<file path="src/rtl/evt_route_fabric.sv">
module evt_route_fabric #(
  parameter int N_EVT = 8,
  parameter int N_TSK = 8,
  parameter int N_CH  = 16,
  parameter int AW    = 8,
  parameter int DW    = 32
) (
  input  logic             clk,
  input  logic             rst,
  input  logic             wr_en,
  input  logic [AW-1:0]    wr_addr,
  input  logic [DW-1:0]    wr_data,
  input  logic [AW-1:0]    rd_addr,
  output logic [DW-1:0]    rd_data,
  input  logic [N_EVT-1:0] evt_i,
  output logic [N_TSK-1:0] task_o
);
  localparam int CW       = $clog2(N_CH);
  localparam int A_SET    = 'h00;
  localparam int A_CLR    = 'h01;
  localparam int A_STAT   = 'h02;
  localparam int PUB_BASE = 'h40;
  localparam int SUB_BASE = 'h80;

  logic [N_CH-1:0]        ch_en_q;
  logic [N_EVT-1:0][CW:0] pub_q;
  logic [N_TSK-1:0][CW:0] sub_q;
  logic [N_CH-1:0]        ch_hit, ch_act;
  logic [N_TSK-1:0]       task_d;

  always_ff @(posedge clk) begin
    if (rst) ch_en_q <= '0;
    else if (wr_en && wr_addr == AW'(A_SET)) ch_en_q <= ch_en_q | wr_data[N_CH-1:0];
    else if (wr_en && wr_addr == AW'(A_CLR)) ch_en_q <= ch_en_q & ~wr_data[N_CH-1:0];
  end

  for (genvar i = 0; i < N_EVT; i++) begin : g_pub
    always_ff @(posedge clk) begin
      if (rst) pub_q[i] <= '0;
      else if (wr_en && wr_addr == AW'(PUB_BASE + i)) pub_q[i] <= wr_data[CW:0];
    end
  end

  for (genvar j = 0; j < N_TSK; j++) begin : g_sub
    always_ff @(posedge clk) begin
      if (rst) sub_q[j] <= '0;
      else if (wr_en && wr_addr == AW'(SUB_BASE + j)) sub_q[j] <= wr_data[CW:0];
    end
    assign task_d[j] = sub_q[j][CW] & ch_act[sub_q[j][CW-1:0]];
  end

  always_comb begin
    ch_hit = '0;
    for (int c = 0; c < N_CH; c++)
      for (int e = 0; e < N_EVT; e++)
        if (evt_i[e] && pub_q[e][CW] && pub_q[e][CW-1:0] == CW'(c)) ch_hit[c] = 1'b1;
  end

  assign ch_act = ch_hit & ch_en_q;

  always_ff @(posedge clk) begin
    if (rst) task_o <= '0;
    else     task_o <= task_d;
  end

  always_comb begin
    rd_data = '0;
    if (rd_addr == AW'(A_STAT)) rd_data = DW'(ch_en_q);
    for (int i = 0; i < N_EVT; i++)
      if (rd_addr == AW'(PUB_BASE + i)) rd_data = DW'(pub_q[i]);
    for (int j = 0; j < N_TSK; j++)
      if (rd_addr == AW'(SUB_BASE + j)) rd_data = DW'(sub_q[j]);
  end
endmodule

</file>
<file path="config.mk">
export PLATFORM = sky130hd
export DESIGN_NAME = evt_route_fabric
export DESIGN_NICKNAME = d
export VERILOG_FILES = /design/src/rtl/evt_route_fabric.sv
export SDC_FILE = /design/constraint.sdc
export NUM_CORES = 1
export LEC_CHECK = 0
export ABC_AREA = 0
export BUFFER_PORTS_ARGS = -buffer_cell sky130_fd_sc_hd__clkbuf_2
export CAP_MARGIN = 5
export CORE_MARGIN = 1.5
export CORE_UTILIZATION = 40
export DETAILED_ROUTE_END_ITERATION = 16
export PLACE_DENSITY_LB_ADDON = 0.2
export SETUP_SLACK_MARGIN = 0.5
export SKIP_LAST_GASP = 1
export SYNTH_ARGS = -nofsm -noshare
export SYNTH_HDL_FRONTEND = slang
export SYNTH_SLANG_ARGS = --single-unit
</file>
<file path="constraint.sdc">
create_clock -name clk -period 3 [get_ports clk]
set_input_delay 0.15 -clock clk [delete_from_list [all_inputs] [get_ports clk]]
set_output_delay 0.15 -clock clk [all_outputs]
set_load 0.03 [all_outputs]
</file>
==> results.sh, run 1 <==
export IMPL_portBuffers=66
export IMPL_crit_slowest_cell="dfxtp_1"
export IMPL_cts_tree="yes"
export IMPL_cp_end_kind="flop"
export IMPL_drc=0
export IMPL_drv_cap=0
export IMPL_period_share_pct=84.42
export IMPL_layout_min_cycle_time_ns=2.533
export IMPL_coreArea_um2=18890
export IMPL_crit_path_end="task_o[4]"
export IMPL_synth_top_cell_area_share_pct=26.80
export IMPL_via_per_inst=6.597
export IMPL_outcome="finished clean"
export IMPL_critical_path_arrival_ns=2.81
export IMPL_grt_usage_pct=31.55
export IMPL_dr_pass1_iters=6
export IMPL_final_max_slew_viol_count=0
export IMPL_antenna_found_initial=0
export IMPL_synth_commonest_cells="149 x nand2_1, 113 x a21oi_1, 104 x dfxtp_1, 86 x nand3_1, 75 x clkbuf_1"
export IMPL_avgSynthCellArea_um2=7.219
export IMPL_synth_cells=1076
export IMPL_r2r_end="task_o[4]"
export IMPL_synth_main_ff_cell="dfxtp_1"
export IMPL_gp_congestion=1.059
export IMPL_rrSetupSlack_ns=0.47
export IMPL_syn2layout_area_growth_pct=12.39
export IMPL_grt_max_degree=59
export IMPL_vdd_ir_drop_worst_mv=0.2105
export IMPL_fmax_mhz=394.8
export IMPL_dpl_hpwl_um=23120
export IMPL_synth_area_leaders="dfxtp_1 27%, a21oi_1 7.3%, nand2_1 7.2%"
export IMPL_seqCellArea_um2=2093
export IMPL_numCtsBuffers=9
export IMPL_setup_viol=0
export IMPL_clock_sinks=104
export IMPL_worstPathCellList="nor2_1 > a22oi_1 > o311ai_2 > o21a_1 > mux4_2 > a22o_1 > a31o_1"
export IMPL_cts_max_path_buffers=2
export IMPL_wl_per_cell_um=23.74
export IMPL_synth_edf_count=0
export IMPL_rows=50
export IMPL_root_buffer="clkbuf_16"
export IMPL_critPathMaxFanout=10
export IMPL_pwr_density_cell_nw_per_um2=328.7
export IMPL_drt_iter0_drc=1201
export IMPL_worstSetupStartpointType="flop"
export IMPL_fin_nets=1161
export IMPL_place_inst=1343
export IMPL_clk_pin_slew_ns=0.09
export IMPL_synthArstFlopShare_pct=0
export IMPL_ant_nets=0
export IMPL_wl_um=32450
export IMPL_rr_startpoint="pub_q[37]"
export IMPL_chipHeight_um=142.4
export IMPL_hp_class="in2reg"
export IMPL_worst_r2r_path_depth=7
export IMPL_worstSkewPairLatency_ns=0.37
export IMPL_synth_area_um2=7767
export IMPL_critPathMaxStageDelay_ns=0.63
export IMPL_fillers=1998
export IMPL_multi_input_area_um2=5241
export IMPL_critPathRequiredTime_ns=3.27
export IMPL_crit_start="pub_q[37]"
export IMPL_num_vias=9018
export IMPL_cts_htree_levels=3
export IMPL_hold_depth=2
export IMPL_drive_gt1_share_pct=14.00
export IMPL_rsz0062_at_grt="yes"
export IMPL_worst_pin_slew_ns=0.8078
export IMPL_yosys_warnings=0
export IMPL_grt_ovfl_total=0
export IMPL_power_leakage_nw=2.899
export IMPL_fp_dieW_um=142.4
export IMPL_grt_pass1_wl_um=48010
export IMPL_hold_viol=0
export IMPL_grt_pass1_vias=7949
export IMPL_ys_ff_latch=104
export IMPL_synth_most_common_cell="nand2_1"
export IMPL_fin_tns_setup_ns=0
export IMPL_ioPinCount=99
export IMPL_initial_core_util_pct=41.11
export IMPL_synth_top_cell_by_area="dfxtp_1"
export IMPL_synth_cell_type_count=75
export IMPL_antennaDiodeCount=0
export IMPL_timing_slew_headroom_pct=45.41
export IMPL_ys_seq_area_share_pct=26.80
export IMPL_clock_skew_ns=0.01550
export IMPL_critical_path_class="reg2reg"
export IMPL_die_area_um2=20260
export IMPL_fin_cells=1367
## cell type report
type	count	share of cell area, %
multi-input combinational	849	60.04
sequential	104	23.98
timing repair buffer	108	7.625
tap	260	3.727
clock buffer	11	2.781
inverter	30	1.290
clock inverter	5	0.5590
## metal layers
layer	global-route usage, %	wire length, um
met3	8.210	3593
met1	45.66	14490
met2	44.21	13330
met5	0	0
met4	12.26	1040
## worst min-delay path by stage
stage / start / to / slack, ns
CTS: wr_data[12] / flop / 0.003
global route: wr_data[15] / flop / 0.008
finish: wr_data[15] / flop / 0.009
detailed placement: wr_data[11] / flop / 0.37
global placement: wr_data[14] / flop / 0.37
floorplan: wr_data[5] / flop / 0.27
## placed cells by master, fill, tap and decap left out, types with 10 or more instances in the layout
| cell type | count |
|---|---|
| o22ai_1 | 30 |
| a21oi_1 | 113 |
| o21ai_0 | 25 |
| a311oi_1 | 17 |
| nor3_1 | 11 |
| o2111ai_1 | 37 |
| nor2b_1 | 10 |
| dfxtp_1 | 95 |
| nand4b_1 | 15 |
| clkbuf_2 | 63 |
| o211ai_1 | 13 |
| nand4_1 | 35 |
| or3_1 | 11 |
| nor3b_1 | 10 |
| nand3_1 | 85 |
| a22oi_1 | 15 |
| nand2_1 | 147 |
| mux2i_1 | 27 |
| nor2_1 | 62 |
| inv_1 | 28 |
| conb_1 | 16 |
| buf_4 | 38 |
| nand2b_1 | 18 |
## where the power goes
part	total, mW	internal [mW]	switching (mW)
Sequential	1.38	1.38	0.00427
Combinational	0.266	0.0660	0.200
Clock	1.22	0.606	0.613
Total	2.87	2.05	0.817
## critical path, delay by kind of cell, from the launching register on
| kind | cells | cell delay, ns |
|---|---|---|
| flops | 1 | 0.63 |
| compound gates | 5 | 1.24 |
| simple gates | 1 | 0.12 |
| mux | 1 | 0.45 |
## cell families after synthesis
kind of cell    Yosys count  synth area share (%)
buf+inv                 138                 7.539
xor+xnor                  1                0.1128
compound gates          340                 30.51
flops                   104                 26.80
simple gates            464                 31.22
mux                      28                 3.769
other cells               1               0.04828
## metrics by stage
| step | util, % | setup slack (ns) | total power [mW] | hold slack [ns] | area, um2 |
|---|---|---|---|---|---|
| detailed placement | 43.86 | 0.3108 | 1.667 | 0.3700 | 8287 |
| global placement | 43.86 | 0.3351 | 1.667 | 0.3669 | 8287 |
| global route | 46.21 | 0.3561 | 2.952 | 0.007524 | 8730 |
| finish | 46.21 | 0.4673 | 2.869 | 0.008526 | 8730 |
| floorplan | - | 0.6640 | 1.584 | 0.2661 | 7824 |
| CTS | 45.85 | 0.4485 | 2.875 | 0.002991 | 8662 |
## what timing repair did
item | 4_1_cts | 5_1_grt
pin swaps | 0 | 1
hold buffers | 6 | 0
resized for setup | 11 | 18
endpoints found under the setup margin | 8 | 12
setup buffers | 0 | 2
hold endpoints to repair | 6 | 0
Power figures use the tool's default switching activity.
==> run 2: changes to the inputs <==
--- a/config.mk
+++ b/config.mk
@@ -5,7 +5,7 @@
 export SDC_FILE = /design/constraint.sdc
 export NUM_CORES = 1
 export LEC_CHECK = 0
-export ABC_AREA = 0
+export ABC_AREA = 1
 export BUFFER_PORTS_ARGS = -buffer_cell sky130_fd_sc_hd__clkbuf_2
 export CAP_MARGIN = 5
 export CORE_MARGIN = 1.5
==> constraint.sdc (replaced) <==
create_clock -name clk -period 2.1 [get_ports clk]
set_input_delay 0.105 -clock clk [delete_from_list [all_inputs] [get_ports clk]]
set_output_delay 0.105 -clock clk [all_outputs]
set_load 0.03 [all_outputs]
==> results.sh, run 2 <==
export IMPL_drv_cap=0
export IMPL_r2r_end="task_o[5]"
export IMPL_synth_top_family_by_area="simple AND/OR/NAND/NOR gates"
export IMPL_initial_core_util_pct=40.70
export IMPL_cp_end_kind="primary output"
export IMPL_gp_congestion=0.9761
export IMPL_ant_nets=0
export IMPL_synth_xor_xnor_area_share_pct=0
export IMPL_drc=0
export IMPL_hold_depth=3
export IMPL_cts_htree_levels=3
export IMPL_yosys_warnings=0
export IMPL_wl_um=30670
export IMPL_crit_top_cell="nand4_1"
export IMPL_chipHeight_um=140.7
export IMPL_power_switching_mw=1.053
export IMPL_rsz0062_at_grt="yes"
export IMPL_worst_pin_slew_ns=0.8914
export IMPL_synth_edf_count=0
export IMPL_crit_slowest_cell="dfxtp_2"
export IMPL_ioPinCount=99
export IMPL_layout_min_cycle_time_ns=2.068
export IMPL_synth_top_cell_by_area="dfxtp_1"
export IMPL_postPlaceCellArea_um2=8706
export IMPL_worstPathCellList="buf_6 > nand3_2 > nand2_2 > nor2_4 > nand4_1 > nor2_1 > nand3_1 > nand2_1 > nand4_1 > nand2_1 > nand4_1 > clkbuf_8"
export IMPL_drive_gt1_share_pct=30.17
export IMPL_critical_path_arrival_ns=1.96
export IMPL_synth_cells=1279
export IMPL_clk_pin_slew_ns=0.08
export IMPL_synth_top_cell_area_share_pct=27.44
export IMPL_internal_power_mw=2.975
export IMPL_die_area_um2=19810
export IMPL_place_inst=1633
export IMPL_final_max_slew_viol_count=0
export IMPL_setup_viol=0
export IMPL_fin_util_pct=53.09
export IMPL_synth_main_ff_cell="dfxtp_1"
export IMPL_synth_commonest_cells="315 x nand2_1, 170 x nand3_1, 132 x nor2_1, 127 x inv_1, 104 x dfxtp_1"
export IMPL_numCtsBuffers=9
export IMPL_use_met3_pct=5.469
export IMPL_grt_usage_pct=30.60
export IMPL_synth_cell_type_count=37
export IMPL_pre_cts_slack_ns=0.06823
export IMPL_fmax_mhz=483.5
export IMPL_worstSkewPairLatency_ns=0.36
export IMPL_fp_dieW_um=140.7
export IMPL_antenna_found_initial=0
export IMPL_worst_r2r_path_depth=12
export IMPL_worstSetupStartpointType="flop"
export IMPL_grt_max_degree=90
export IMPL_final_cell_area_um2=9897
export IMPL_synth_area_leaders="dfxtp_1 27%, nand2_1 16%, nand3_1 11%"
export IMPL_cp_num_buf_inv=2
export IMPL_synthArstFlopShare_pct=0
export IMPL_path_delay_family="simple AND/OR/NAND/NOR gates"
export IMPL_ys_seq_area_share_pct=27.44
export IMPL_yosys_area_share_simple_pct=43.94
export IMPL_grt_pass1_wl_um=46020
export IMPL_clockPowerShare_pct=44.0
export IMPL_dpl_hpwl_um=22960
export IMPL_met1_usage_pct=45.44
export IMPL_swShare_pct=26.14
export IMPL_vdd_ir_drop_worst_mv=0.3818
export IMPL_grt_ovfl_total=0
export IMPL_antennaDiodeCount=0
export IMPL_fillers=1953
export IMPL_num_vias=9210
export IMPL_critPathMaxStageDelay_ns=0.34
export IMPL_outcome="finished, violations left"
export IMPL_busiest_layer="met1"
export IMPL_layout_common_cells="285 x nand2_1, 150 x nand3_1, 115 x inv_1, 97 x a21oi_1, 96 x nor2_1"
export IMPL_avgSynthCellArea_um2=5.933
export IMPL_met2_usage_pct=45.11
export IMPL_root_buffer="clkbuf_16"
export IMPL_comb_power_share_pct=7.2
export IMPL_hold_viol=3
export IMPL_fin_nets=1497
export IMPL_syn2layout_area_growth_pct=30.42
export IMPL_pwr_density_cell_nw_per_um2=407.0
export IMPL_rrSetupSlack_ns=0.08
export IMPL_timing_slew_headroom_pct=40.21
export IMPL_drt_iter0_drc=1094
export IMPL_synth_area_um2=7589
export IMPL_portBuffers=66
export IMPL_wl_per_cell_um=18.30
export IMPL_via_per_inst=5.495
export IMPL_critPathMaxFanout=2
export IMPL_fin_cells=1676
export IMPL_violations="negative hold slack"
export IMPL_synth_fa_ha_area_share_pct=0
export IMPL_critPathRequiredTime_ns=2.00
export IMPL_synth_most_common_cell="nand2_1"
export IMPL_power_frac_seq_pct=48.8
export IMPL_rows=50
export IMPL_final_common_cell="nand2_1"
export IMPL_ys_ff_latch=104
export IMPL_cts_tree="yes"
export IMPL_power_leakage_nw=4.159
export IMPL_cts_max_path_buffers=2
export IMPL_final_setup_worst_slack_ns=0.03160
export IMPL_coreArea_um2=18640
export IMPL_clock_skew_ns=0.009109
export IMPL_rr_startpoint="pub_q[28]"
export IMPL_clock_sinks=104
export IMPL_synthMuxAreaShare_pct=0
export IMPL_critical_path_class="reg2out"
export IMPL_hold_slack_ns=-0.002412
export IMPL_synth_compound_area_share_pct=17.43
export IMPL_hp_class="in2reg"
export IMPL_grt_pass1_vias=8081
export IMPL_period_share_pct=98.50
export IMPL_dr_pass1_iters=7
export IMPL_holdCritStartpoint="wr_data[11]"
[run 2: cell type report]
class,instances,area (um2),share of cell area (%)
sequential,104,2162,21.85
inverter,156,600.6,6.068
tap,234,292.8,2.958
clock inverter,6,76.32,0.7712
multi-input combinational,985,5189,52.43
timing repair buffer,182,1351,13.65
clock buffer,9,225.2,2.276
[run 2: worst reg2reg max path, delay by kind of cell (launching register included)]
family,cells,cell delay [ns]
and+or+nand+nor,10,1.28
DFF,1,0.43
buffers and inverters,1,0.14
AOI/OAI and AO/OA,1,0.08
[run 2: timing repair]
| action | CTS | global route |
|---|---|---|
| endpoints found under the hold margin | 4 | 0 |
| endpoints found under the setup margin | 13 | 29 |
| pin swaps | 56 | 75 |
| setup buffers | 17 | 7 |
| hold buffers | 4 | 0 |
| resized for setup | 120 | 102 |
[run 2: how the worst max path moves through the flow]
stage	from	to	cells after the start
4_1_cts	pub_q[0]	rd_data[0]	12
3_5_place_dp	pub_q[29]	task_o[4]	15
5_1_grt	pub_q[2]	rd_data[2]	12
6_report	pub_q[2]	rd_data[2]	12
2_1_floorplan	rd_addr[7]	rd_data[0]	13
3_3_place_gp	pub_q[10]	task_o[5]	13
[run 2: cells by family after synthesis]
logic type / count (synthesis)
DFF: 104
and+or+nand+nor: 731
buffers and inverters: 205
AOI/OAI and AO/OA: 238
other: 1
[run 2: through the flow]
step                      setup TNS (ns)  power, mW
after floorplan                        0      2.196
after global placement                 0      2.289
after detailed placement               0      2.290
after CTS                              0      4.038
after global routing            -0.08547      4.135
final                                  0      4.028
[run 2: routing by layer]
metal	vias up	wire length [um]	share of wire (%)
met4	0	859	2.8
li1	4513	-	-
met5	-	0	0
met2	467	12710	41
met3	69	2843	9.3
met1	4161	14260	46
[run 2: power by group through the flow]
stage	registers [mW]	logic (mW)	clock network, mW
2_1_floorplan	2.02	0.172	0
3_3_place_gp	2.03	0.262	0
3_5_place_dp	2.03	0.264	0
4_1_cts	1.97	0.278	1.79
5_1_grt	1.97	0.309	1.86
6_report	1.97	0.290	1.77
